## config.mk

```make
export PLATFORM = sky130hd
export DESIGN_NAME = tlb_pair_lookup
export DESIGN_NICKNAME = d
export VERILOG_FILES = /design/src/rtl/tlb_pair_pkg.sv /design/src/rtl/tlb_pair_entry.sv /design/src/rtl/tlb_scan_pick.sv /design/src/rtl/tlb_pair_lookup.sv
export SDC_FILE = /design/constraint.sdc
export NUM_CORES = 2
export LEC_CHECK = 0
export ABC_CLOCK_PERIOD_IN_PS = 12500
export BUFFER_PORTS_ARGS = -buffer_cell sky130_fd_sc_hd__buf_2
export CORE_MARGIN = 4
export CORE_UTILIZATION = 50
export DETAILED_ROUTE_END_ITERATION = 16
export PLACE_DENSITY = 0.67
export SLEW_MARGIN = 20
export SYNTH_ARGS = -nofsm -noshare
export SYNTH_HDL_FRONTEND = slang
export SYNTH_SLANG_ARGS = --single-unit
```

## constraint.sdc

```tcl
create_clock -name clk -period 12.5 [get_ports clk]
set_clock_uncertainty 0.05 [all_clocks]
set_input_delay 1.875 -clock clk [delete_from_list [all_inputs] [get_ports clk]]
set_output_delay 1.875 -clock clk [all_outputs]
set_load 0.03 [all_outputs]
```

## src/rtl/tlb_pair_pkg.sv

```systemverilog
package tlb_pair_pkg;

   // Page shift range covered by the per-entry mask
   localparam int MIN_SHIFT = 12;
   localparam int MAX_SHIFT = 26;
   localparam int MASK_W    = MAX_SHIFT - MIN_SHIFT;
   localparam int TAG_LSB   = MIN_SHIFT + 1;

   typedef enum logic [2:0] {
      RESP_OK      = 3'd0,
      RESP_MISS_LD = 3'd1,
      RESP_MISS_ST = 3'd2,
      RESP_INV_LD  = 3'd3,
      RESP_INV_ST  = 3'd4,
      RESP_MOD     = 3'd5
   } resp_code_e;

   // A mask is legal when it is a run of ones from bit 0 of even length
   function automatic logic mask_is_legal(input logic [MASK_W-1:0] m);
      logic contiguous;
      contiguous = ((m & (m + MASK_W'(1))) == '0);
      return contiguous && !($countones(m) % 2);
   endfunction

   function automatic logic [4:0] mask_to_shift(input logic [MASK_W-1:0] m);
      return 5'(MIN_SHIFT) + 5'($countones(m));
   endfunction

endpackage

```

## src/rtl/tlb_pair_entry.sv

```systemverilog
module tlb_pair_entry
   import tlb_pair_pkg::*;
#(
   parameter int VA_W       = 32,
   parameter int PFN_W      = 20,
   parameter int ASID_W     = 8,
   parameter bit PRE_DECODE = 1'b1
) (
   input  logic                  clk,
   input  logic                  rst_n,
   input  logic                  wr_sel,
   input  logic [MASK_W-1:0]     wr_mask,
   input  logic [VA_W-TAG_LSB-1:0] wr_tag,
   input  logic                  wr_global,
   input  logic [ASID_W-1:0]     wr_asid,
   input  logic [PFN_W-1:0]      wr_pfn_even,
   input  logic                  wr_valid_even,
   input  logic                  wr_dirty_even,
   input  logic [PFN_W-1:0]      wr_pfn_odd,
   input  logic                  wr_valid_odd,
   input  logic                  wr_dirty_odd,
   input  logic [VA_W-1:0]       lk_va,
   input  logic [ASID_W-1:0]     lk_asid,
   output logic                  lk_hit,
   output logic [PFN_W-1:0]      lk_pfn,
   output logic                  lk_valid,
   output logic                  lk_dirty,
   output logic [4:0]            lk_shift
);

   localparam int TAG_W = VA_W - TAG_LSB;

   logic [MASK_W-1:0] mask_q;
   logic [TAG_W-1:0]  tag_q;
   logic              global_q;
   logic [ASID_W-1:0] asid_q;
   logic [PFN_W-1:0]  pfn_even_q, pfn_odd_q;
   logic              valid_even_q, valid_odd_q;
   logic              dirty_even_q, dirty_odd_q;

   always_ff @(posedge clk or negedge rst_n) begin
      if (!rst_n) begin
         mask_q       <= '0;
         tag_q        <= '0;
         global_q     <= 1'b0;
         asid_q       <= '0;
         pfn_even_q   <= '0;
         pfn_odd_q    <= '0;
         valid_even_q <= 1'b0;
         valid_odd_q  <= 1'b0;
         dirty_even_q <= 1'b0;
         dirty_odd_q  <= 1'b0;
      end else if (wr_sel) begin
         mask_q       <= wr_mask;
         tag_q        <= wr_tag;
         global_q     <= wr_global;
         asid_q       <= wr_asid;
         pfn_even_q   <= wr_pfn_even;
         pfn_odd_q    <= wr_pfn_odd;
         valid_even_q <= wr_valid_even;
         valid_odd_q  <= wr_valid_odd;
         dirty_even_q <= wr_dirty_even;
         dirty_odd_q  <= wr_dirty_odd;
      end
   end

   logic       legal;
   logic [4:0] shift;

   generate
      if (PRE_DECODE) begin : g_pre
         // Page size decoded once, when the entry is loaded
         logic       legal_q;
         logic [4:0] shift_q;
         always_ff @(posedge clk or negedge rst_n) begin
            if (!rst_n) begin
               legal_q <= 1'b1;
               shift_q <= 5'(MIN_SHIFT);
            end else if (wr_sel) begin
               legal_q <= mask_is_legal(wr_mask);
               shift_q <= mask_to_shift(wr_mask);
            end
         end
         assign legal = legal_q;
         assign shift = shift_q;
      end else begin : g_post
         // Page size decoded on every lookup
         assign legal = mask_is_legal(mask_q);
         assign shift = mask_to_shift(mask_q);
      end
   endgenerate

   logic [TAG_W-1:0] ignore_bits;
   logic             tag_eq;
   logic             asid_ok;
   logic             odd;

   assign ignore_bits = {{(TAG_W-MASK_W){1'b0}}, mask_q};
   assign tag_eq      = (((tag_q ^ lk_va[VA_W-1:TAG_LSB]) & ~ignore_bits) == '0);
   assign asid_ok     = global_q || (asid_q == lk_asid);
   assign odd         = lk_va[shift];

   assign lk_hit   = legal && tag_eq && asid_ok;
   assign lk_pfn   = odd ? pfn_odd_q   : pfn_even_q;
   assign lk_valid = odd ? valid_odd_q : valid_even_q;
   assign lk_dirty = odd ? dirty_odd_q : dirty_even_q;
   assign lk_shift = shift;

endmodule

```

## src/rtl/tlb_scan_pick.sv

```systemverilog
module tlb_scan_pick #(
   parameter int N     = 8,
   parameter int IDX_W = (N > 1) ? $clog2(N) : 1
) (
   input  logic [N-1:0]     hits,
   input  logic [IDX_W-1:0] start,
   output logic             any,
   output logic [IDX_W-1:0] sel
);

   // Wrap-around priority: start, start+1, ... , start-1
   always_comb begin
      int j;
      any = 1'b0;
      sel = '0;
      for (int k = 0; k < N; k++) begin
         j = int'(start) + k;
         if (j >= N) j = j - N;
         if (!any && hits[j]) begin
            any = 1'b1;
            sel = IDX_W'(j);
         end
      end
   end

endmodule

```

## src/rtl/tlb_pair_lookup.sv

```systemverilog
module tlb_pair_lookup
   import tlb_pair_pkg::*;
#(
   parameter int N_ENTRIES  = 8,
   parameter int VA_W       = 32,
   parameter int PFN_W      = 20,
   parameter int ASID_W     = 8,
   parameter bit PRE_DECODE = 1'b1,
   localparam int IDX_W     = $clog2(N_ENTRIES),
   localparam int TAG_W     = VA_W - TAG_LSB,
   localparam int PA_W      = PFN_W + MIN_SHIFT
) (
   input  logic              clk,
   input  logic              rst_n,
   input  logic              wr_en,
   input  logic [IDX_W-1:0]  wr_idx,
   input  logic [MASK_W-1:0] wr_mask,
   input  logic [TAG_W-1:0]  wr_tag,
   input  logic              wr_global,
   input  logic [ASID_W-1:0] wr_asid,
   input  logic [PFN_W-1:0]  wr_pfn_even,
   input  logic              wr_valid_even,
   input  logic              wr_dirty_even,
   input  logic [PFN_W-1:0]  wr_pfn_odd,
   input  logic              wr_valid_odd,
   input  logic              wr_dirty_odd,
   input  logic              req_valid,
   input  logic [VA_W-1:0]   req_va,
   input  logic [ASID_W-1:0] req_asid,
   input  logic              req_write,
   output logic              rsp_valid,
   output logic [2:0]        rsp_code,
   output logic [PA_W-1:0]   rsp_pa,
   output logic              rsp_rw,
   output logic [TAG_W-1:0]  rsp_tag,
   output logic [ASID_W-1:0] rsp_asid
);

   // Elaboration-time parameter checks
   generate
      if (N_ENTRIES < 2) begin : g_chk_n
         $error("N_ENTRIES must be at least 2");
      end
      if (VA_W <= MAX_SHIFT || VA_W > 64) begin : g_chk_va
         $error("VA_W must cover the largest page shift and stay within 64");
      end
      if (PA_W <= MAX_SHIFT) begin : g_chk_pa
         $error("PFN_W too small for the largest page");
      end
   endgenerate

   // Most recently written index
   logic [IDX_W-1:0] last_q;
   always_ff @(posedge clk or negedge rst_n) begin
      if (!rst_n)     last_q <= '0;
      else if (wr_en) last_q <= wr_idx;
   end

   logic [N_ENTRIES-1:0] e_hit;
   logic [PFN_W-1:0]     e_pfn   [N_ENTRIES];
   logic                 e_valid [N_ENTRIES];
   logic                 e_dirty [N_ENTRIES];
   logic [4:0]           e_shift [N_ENTRIES];

   generate
      for (genvar i = 0; i < N_ENTRIES; i++) begin : g_ent
         logic sel_wr;
         assign sel_wr = wr_en && (wr_idx == IDX_W'(i));
         tlb_pair_entry #(
            .VA_W       (VA_W),
            .PFN_W      (PFN_W),
            .ASID_W     (ASID_W),
            .PRE_DECODE (PRE_DECODE)
         ) u_entry (
            .clk           (clk),
            .rst_n         (rst_n),
            .wr_sel        (sel_wr),
            .wr_mask       (wr_mask),
            .wr_tag        (wr_tag),
            .wr_global     (wr_global),
            .wr_asid       (wr_asid),
            .wr_pfn_even   (wr_pfn_even),
            .wr_valid_even (wr_valid_even),
            .wr_dirty_even (wr_dirty_even),
            .wr_pfn_odd    (wr_pfn_odd),
            .wr_valid_odd  (wr_valid_odd),
            .wr_dirty_odd  (wr_dirty_odd),
            .lk_va         (req_va),
            .lk_asid       (req_asid),
            .lk_hit        (e_hit[i]),
            .lk_pfn        (e_pfn[i]),
            .lk_valid      (e_valid[i]),
            .lk_dirty      (e_dirty[i]),
            .lk_shift      (e_shift[i])
         );
      end
   endgenerate

   logic             any_hit;
   logic [IDX_W-1:0] win;

   tlb_scan_pick #(
      .N     (N_ENTRIES),
      .IDX_W (IDX_W)
   ) u_pick (
      .hits  (e_hit),
      .start (last_q),
      .any   (any_hit),
      .sel   (win)
   );

   logic [PFN_W-1:0] w_pfn;
   logic             w_valid, w_dirty;
   logic [4:0]       w_shift;
   logic [PA_W-1:0]  off_mask;
   logic [PA_W-1:0]  va_ext;

   assign w_pfn    = e_pfn[win];
   assign w_valid  = e_valid[win];
   assign w_dirty  = e_dirty[win];
   assign w_shift  = e_shift[win];
   assign off_mask = (PA_W'(1) << w_shift) - PA_W'(1);
   assign va_ext   = PA_W'(req_va);

   resp_code_e       nx_code;
   logic [PA_W-1:0]  nx_pa;
   logic             nx_rw;
   logic [TAG_W-1:0] nx_tag;
   logic [ASID_W-1:0] nx_asid;

   always_comb begin
      nx_code = RESP_OK;
      nx_pa   = '0;
      nx_rw   = 1'b0;
      nx_tag  = req_va[VA_W-1:TAG_LSB];
      nx_asid = req_asid;
      if (!any_hit) begin
         nx_code = req_write ? RESP_MISS_ST : RESP_MISS_LD;
      end else if (!w_valid) begin
         nx_code = req_write ? RESP_INV_ST : RESP_INV_LD;
      end else if (req_write && !w_dirty) begin
         nx_code = RESP_MOD;
      end else begin
         nx_pa   = ({w_pfn, {MIN_SHIFT{1'b0}}} & ~off_mask) | (va_ext & off_mask);
         nx_rw   = w_dirty;
         nx_tag  = '0;
         nx_asid = '0;
      end
   end

   always_ff @(posedge clk or negedge rst_n) begin
      if (!rst_n) begin
         rsp_valid <= 1'b0;
         rsp_code  <= 3'd0;
         rsp_pa    <= '0;
         rsp_rw    <= 1'b0;
         rsp_tag   <= '0;
         rsp_asid  <= '0;
      end else begin
         rsp_valid <= req_valid;
         if (req_valid) begin
            rsp_code <= nx_code;
            rsp_pa   <= nx_pa;
            rsp_rw   <= nx_rw;
            rsp_tag  <= nx_tag;
            rsp_asid <= nx_asid;
         end
      end
   end

endmodule

```

## After elaboration in Yosys (flattened, before gate mapping)

Cells that the tools add are included.

| operators by class | value |
|---|---|
| $add $sub $neg | 31 |
| reductions and logical operators | 60 |
| shift operators | 1 |
| bitwise logic cells | 31 |
| equality and inequality tests | 15 |
| mux-type cells | 117 |
| $lt $le $gt $ge | 25 |

Operators with widths:

| kind | count |
|---|---|
| $mux W32 | 11 |
| $lt A32 B5 Y1 const B | 8 |
| $ge A32 B5 Y1 const B | 7 |
| $sub A32 B5 Y32 const B | 7 |
| $mux W20 | 10 |
| $add A32 B32 Y32 | 6 |
| $and A19 B19 Y19 | 8 |
| $logic_not A19 Y1 | 8 |
| $not A14 Y19 | 8 |
| $xor A19 B19 Y19 | 8 |
| $and A32 B32 Y32 | 2 |
| $eq A8 B8 Y1 | 8 |
| $bmux W20 S3 | 1 |
| $mux W19 | 3 |
| $mux W1 | 55 |
| $lt A5 B6 Y1 const B | 8 |
| $bmux W1 S5 | 8 |
| $mux W3 | 12 |
| $logic_and A1 B1 Y1 | 33 |
| $logic_not A32 Y1 | 1 |
| $not A32 Y32 | 1 |
| $or A32 B32 Y32 | 1 |
| $shl A1 B5 Y32 const A | 1 |
| $sub A32 B2 Y32 const B | 1 |
| 24 further kinds | 64 |

| word-level totals | value |
|---|---|
| bits of input ports | 134 |
| register bits after elaboration | 803 |
| output and inout port bits | 64 |
| word-level logic and storage cells | 383 |

## Depth between registers and ports, before layout

| logic depth | value |
|---|---|
| word-level depth | 42 |
| gate-level depth with buffers | 31 |

## Cells and area by module

From an unflattened synthesis, not the netlist that was laid out.

| second synthesis, totals | value |
|---|---|
| cell total of the unflattened synthesis | 3,490 |
| area total of the unflattened synthesis | 45,189.6 um2 |

By module, submodules not included:

| module | cells an instance | sequential area each (um2) | area each (um2) | times used |
|---|---|---|---|---|
| tlb_pair_entry (g_ent[1].u_entry ...) | 365 | 2,306.0 | 4,902.2 | 5 |
| tlb_pair_lookup | 469 | 1,676.6 | 5,139.9 | 1 |
| tlb_pair_entry (g_ent[0].u_entry) | 367 | 2,306.0 | 4,921.0 | 1 |
| tlb_pair_entry (g_ent[6].u_entry) | 365 | 2,306.0 | 4,903.5 | 1 |
| tlb_pair_entry (g_ent[7].u_entry) | 364 | 2,306.0 | 4,901.0 | 1 |
| tlb_scan_pick | 100 | 0.0 | 813.3 | 1 |

## Least setup slack after synthesis

OpenSTA, ideal clock, no wires.

| path | value |
|---|---|
| kind | input-to-reg |
| start point | in req_va[21] |
| end point | reg rsp_pa[18] |
| library setup time | 0.132 ns |
| arrival time | 7.302 ns |
| data required time | 12.318 ns |
| slack | 5.016 ns |
| buffers on the path | 6 |
| cell stages on the path | 28 |
| path through | buf_6 > xnor2_1 > o22ai_1 > or4_4 > or4b_4 > buf_6 > o32ai_1 > a21oi_1 > a21boi_0 > o311ai_0 > a22o_2 > nand2_2 > buf_6 > buf_6 > mux2_4 > o32ai_2 > nor2_1 > buf_2 > nor2_1 > nand2_1 > ha_1 > clkbuf_1 > inv_1 > o21ai_1 > or4b_1 > o221ai_1 > mux2i_1 > o2bb2ai_1 |

| between the ends | value |
|---|---|
| longest elaborated chain between the ends | 42 |
| elaborated cells on any way between the ends | 158 |

Ends and longest elaborated chain:

| what | RTL line | text |
|---|---|---|
| start, declared | tlb_pair_lookup.sv:28 | `input logic [VA_W-1:0] req_va,` |
| $xor A19 B19 Y19 | tlb_pair_entry.sv:99 | `assign tag_eq = (((tag_q ^ lk_va[VA_W-1:TAG_LSB]) & ~ignore_bits) == '0);` |
| $and A19 B19 Y19 | tlb_pair_entry.sv:99 |  |
| $logic_not A19 Y1 | tlb_pair_entry.sv:99 |  |
| $logic_and A1 B1 Y1 (2 in a row) | tlb_pair_entry.sv:103 | `assign lk_hit = legal && tag_eq && asid_ok;` |
| $bmux W1 S3 | tlb_scan_pick.sv:19 | `if (!any && hits[j]) begin` |
| $mux W1 (not written as such) (2 in a row) | tlb_scan_pick.sv:19 |  |
| $mux W1 | tlb_scan_pick.sv:19 |  |
| $logic_not A1 Y1 | tlb_scan_pick.sv:19 |  |
| [... 24 more ...] | -- |  |
| $shl A1 B5 Y32 | tlb_pair_lookup.sv:122 | `assign off_mask = (PA_W'(1) << w_shift) - PA_W'(1);` |
| $sub A32 B2 Y32 | tlb_pair_lookup.sv:122 |  |
| $not A32 Y32 | tlb_pair_lookup.sv:144 | `nx_pa = ({w_pfn, {MIN_SHIFT{1'b0}}} & ~off_mask) \| (va_ext & off_mask);` |
| $and A32 B32 Y32 | tlb_pair_lookup.sv:144 |  |
| $or A32 B32 Y32 | tlb_pair_lookup.sv:144 |  |
| $mux W32 | tlb_pair_lookup.sv:141 | `end else if (req_write && !w_dirty) begin` |
| $mux W32 | tlb_pair_lookup.sv:139 | `end else if (!w_valid) begin` |
| $mux W32 * | tlb_pair_lookup.sv:137 | `if (!any_hit) begin` |
| end signal, assigned | tlb_pair_lookup.sv:163 | `rsp_pa <= nx_pa;` |
| end, declared | tlb_pair_lookup.sv:33 | `output logic [PA_W-1:0] rsp_pa,` |

Every way passes the cells marked *; elsewhere a longest branch is shown, timed or not. The select of a mux whose other input is x is not followed.
A chain may end at the register's enable or synchronous reset.

## Worst setup path in the final report

| path | value |
|---|---|
| start point | in req_va[20] |
| end point | reg rsp_pa[30] |

The elaborated chain is that of the path after synthesis.

==> metrics.log <==
INFO  metric initialDrtViolationCount = 3200
INFO  metric synth-compound-area-share = 8.58%
INFO  metric ctsResizeCount = 0
INFO  metric report.power.total = 10.0 mW
INFO  metric intPower = 6.32 mW
INFO  metric final_cycle_utilization_of_the_critical_path = 79.6%
INFO  metric globalplace.congestion = 0.966
INFO  metric r2r-end = rsp_pa[30]
INFO  metric detail_route.first_pass.iterations = 6
INFO  metric max-cap-violations = 0
INFO  metric synth_nets = 4270
INFO  metric proportion_of_layout_cells_with_a_drive_suffix_above_1 = 21.3%
INFO  metric detailroute.via_count = 32300
INFO  metric path_clk_slew = 0.07 ns
INFO  metric synth.yosys.seq_area_share = 48.0%
INFO  metric maxClockFrequency = 101 MHz
INFO  metric hold_start = g_ent[2].u_entry.pfn_odd_q[9]
INFO  metric run_status = finished clean
INFO  metric grt_max_degree = 180
INFO  metric setup-tns-final = 0 ns
INFO  metric worst_pin_slew = 1.19 ns
INFO  metric yosys.cell_types.count = 100
INFO  metric netSwitchingFraction = 37.1%
INFO  metric timing.hold.worst.class = reg2reg
INFO  metric synth_simple_gate_area_share = 15.6%
INFO  metric synth_mux_area_share = 18.6%
INFO  metric core = 82600 µm²
INFO  metric grt_antenna_before_repair = 17
INFO  metric tritoncts_clock_tree = built
INFO  metric seqCellArea = 20100 µm²
INFO  metric power.switching = 3.72 mW
INFO  metric irDropWorstVdd = 0.000156 V
INFO  metric total_number_of_yosys_warnings = 0
INFO  metric largest_family_of_logic_cells_by_synthesized_area = multiplexers
INFO  metric area_growth = 11.3%
INFO  metric route.final.wire_length = 133000 µm
INFO  metric fill_cells = 7100
INFO  metric final_core_utilization = 56.5%
INFO  metric postSynth.asyncResetShare = 100%
INFO  metric post_synth_inst_count = 4112
INFO  metric postCtsSetupRepairBufs = 0
INFO  metric io_pins = 198
INFO  metric combPwrFrac = 36.5%
INFO  metric power.static_leakage = 21.3 nW
INFO  metric grt_util_met1 = 42.3%
INFO  metric die-height = 298 µm
INFO  metric synth-xor-area-share = 4.66%
INFO  metric timing.slew.headroom = 20.7%
INFO  metric hold_buffer_count_at_cts = 0
INFO  metric mostFrequentLayoutCell = sky130_fd_sc_hd__nand2_1
INFO  metric grt_overflow = 0
INFO  metric final_period_minus_worst_setup_slack = 9.95 ns
INFO  metric clock_sink_count = 803
INFO  metric route.antenna.remaining_nets = 0
INFO  metric post_synth_fa_ha_maj_area_fraction = 0.896%
INFO  metric clock_tree.root_cell = sky130_fd_sc_hd__clkbuf_16
INFO  metric whs_path_depth = 2
INFO  metric viasPerCell = 6.09
INFO  metric clkLatencyLatePin = 0.67 ns
INFO  metric synth.avg_cell_area = 10.2 µm²
INFO  metric timing.critical_path.required = 13.00 ns
INFO  metric drt_drc_violations_left = 0
INFO  metric multi_input_combinational_cell_area = 20500 µm²
INFO  metric buffer_ports.inserted = 197
INFO  metric design_area = 46600 µm²
INFO  metric nets = 4305
INFO  metric global_route_wire_length_before_repair = 203000 µm
INFO  metric synth_enable_flop_cells = 0
INFO  metric cts-htree-levels = 3
INFO  metric finalMaxSlewViolations = 0
INFO  metric critPathKind = in2reg
INFO  metric placedInstanceArea = 43500 µm²
INFO  metric floorplan.die_area = 88500 µm²
INFO  metric worstRegToRegCells = 22
INFO  metric synth_seq_cells = 803
INFO  metric power_density = 215 nW/µm²
INFO  metric most_used_routing_layer = met2
INFO  metric worstSetupEndpointType = register
INFO  metric leading_cell_types_in_the_layout_fill_and_taps_excluded = sky130_fd_sc_hd__nand2_1 (1229), sky130_fd_sc_hd__dfrtp_1 (779), sky130_fd_sc_hd__mux2_2 (354)
INFO  metric wire_per_inst = 25.2 µm
INFO  metric cp-start-kind = input port
INFO  metric rr_startpoint = last_q[1]
INFO  metric cts_inserted_buffers = 90
INFO  metric clock_power_share = 27.0%
INFO  metric groute.layer.met3.usage = 7.58%
INFO  metric cts.path.max_buffers = 3
INFO  metric cp_max_fo = 35
INFO  metric hpwlAfterDp = 88300 µm
INFO  metric timing_hold_violations_final = 0
INFO  metric worstHoldEndpoint = g_ent[2].u_entry.pfn_odd_q[9]
INFO  metric report.final.setup_viol = 0
INFO  metric fp-row-count = 105
INFO  metric grt.met2_usage = 45.3%
INFO  metric synthesis.area = 41900 µm²
INFO  metric synthTopCellsByArea = sky130_fd_sc_hd__dfrtp_1 (47%), sky130_fd_sc_hd__nand2_1 (11%), sky130_fd_sc_hd__mux2_2 (9.5%)
INFO  metric grt_util_all_layers = 29.8%
INFO  metric power_frac_seq = 36.5%
INFO  metric commonest_register_cell_after_synthesis = sky130_fd_sc_hd__dfrtp_1
INFO  metric setup.reg_to_reg.worst_slack = 2.92 ns
INFO  metric critical_path_arrival = 10.45 ns
INFO  metric die-width = 298 µm
INFO  metric top_cell_type_s_share_of_synthesized_area = 46.5%
INFO  metric first_global_vias = 31700
INFO  metric initial_core_utilization = 50.7%
INFO  metric synth_top_cell_by_area = sky130_fd_sc_hd__dfrtp_1
INFO  metric rsz_0062_raised_after_global_routing = false
-- critical path, cell delays in order --
cell and delay, ns:
sky130_fd_sc_hd__buf_2 0.51, sky130_fd_sc_hd__xnor2_1 0.22, sky130_fd_sc_hd__o22ai_1 0.12, sky130_fd_sc_hd__nor4_1 0.75, sky130_fd_sc_hd__nand4bb_1 0.73, sky130_fd_sc_hd__o22ai_1 0.52, sky130_fd_sc_hd__mux2i_1 0.16, sky130_fd_sc_hd__nand3_1 0.23
sky130_fd_sc_hd__o311ai_0 0.21, sky130_fd_sc_hd__a22o_2 0.33, sky130_fd_sc_hd__nand2_2 0.54, sky130_fd_sc_hd__buf_4 0.58, sky130_fd_sc_hd__mux2_4 0.26, sky130_fd_sc_hd__o32ai_2 0.09, sky130_fd_sc_hd__nor2_1 0.59, sky130_fd_sc_hd__nor2_1 0.19
sky130_fd_sc_hd__nand2_1 0.14, sky130_fd_sc_hd__ha_1 0.57, sky130_fd_sc_hd__inv_1 0.44, sky130_fd_sc_hd__or4_1 0.78, sky130_fd_sc_hd__and2_4 0.21, sky130_fd_sc_hd__o41ai_2 0.34
-- layer usage --
metal  share of wire [%]  wire length [µm]
met5               0.047                63
met4                 3.1              4180
met3                 9.0             12000
met2                  45             59500
met1                  43             57600
-- stage by stage --
stage	worst slack (ns)	hold slack (ns)	std cells
floorplan	5.02	0.388	4112
global placement	2.25	0.399	5124
detailed placement	2.04	0.405	5124
CTS	2.70	0.419	5288
global route	2.15	0.427	5292
finish	2.55	0.415	5296
-- power by group through the flow --
stage | Clock (mW) | Sequential (mW) | Combinational [mW]
final | 2.71 | 3.67 | 3.67
after global routing | 2.86 | 3.73 | 3.93
after CTS | 2.75 | 3.66 | 3.61
after detailed placement | 0 | 3.70 | 3.60
after global placement | 0 | 3.68 | 3.56
after floorplan | 0 | 3.52 | 2.54
-- worst max-delay path by stage --
stage	slack (ns)	endpoint	from
6_report	2.55	rsp_pa[30]	req_va[20]
5_1_grt	2.15	rsp_pa[30]	req_va[20]
4_1_cts	2.70	rsp_pa[30]	req_va[20]
3_5_place_dp	2.04	rsp_pa[30]	req_va[20]
3_3_place_gp	2.25	rsp_pa[30]	req_va[20]
2_1_floorplan	5.02	rsp_pa[18]	req_va[21]
-- cells in the mapped netlist (all sizes together) (26+ instances only) --
cell type,n
a21oi,47
buf,76
nor2b,46
o2bb2ai,44
mux4,83
xor2,76
clkbuf,227
nor3,26
xnor2,147
nand4,35
nor4,32
inv,52
mux2,355
nor2,71
mux2i,189
nand2,1235
a211oi,89
nand3,67
o21ai,99
dfrtp,779
o22ai,68
-- area by class of cell --
| type | count | area share, % |
|---|---|---|
| inverter | 52 | 0.418 |
| antenna | 7 | 0.0375 |
| clock buffer | 136 | 5.63 |
| sequential | 803 | 43.1 |
| timing repair buffer | 246 | 3.02 |
| tap | 1070 | 2.87 |
| multi-input combinational | 2954 | 44.0 |
| clock inverter | 28 | 0.915 |
-- flip-flops by register name, indices dropped and copies added (netlist names), 3 cells and up --
name and cells:
g_ent.u_entry.asid_q 64, g_ent.u_entry.dirty_even_q 8, g_ent.u_entry.dirty_odd_q 8, g_ent.u_entry.g_pre.legal_q 8, g_ent.u_entry.global_q 8, g_ent.u_entry.lk_shift 40, g_ent.u_entry.mask_q 112, g_ent.u_entry.pfn_even_q 160
g_ent.u_entry.pfn_odd_q 160, g_ent.u_entry.tag_q 152, g_ent.u_entry.valid_even_q 8, g_ent.u_entry.valid_odd_q 8, last_q 3, rsp_asid 8, rsp_code 3, rsp_pa 32
rsp_tag 19
-- kinds of logic (layout without fill, tap and decap cells) --
kind of cell | count (synthesis) | in the layout
muxes | 627 | 627
and+or+nand+nor | 1573 | 1573
DFF | 803 | 803
buffers and inverters | 355 | 462
adders and majority gates | 24 | 24
AOI/OAI and AO/OA | 507 | 507
other | 0 | 7
xor gates and xnor gates | 223 | 223
No activity file was read; power rests on OpenSTA's default activity.
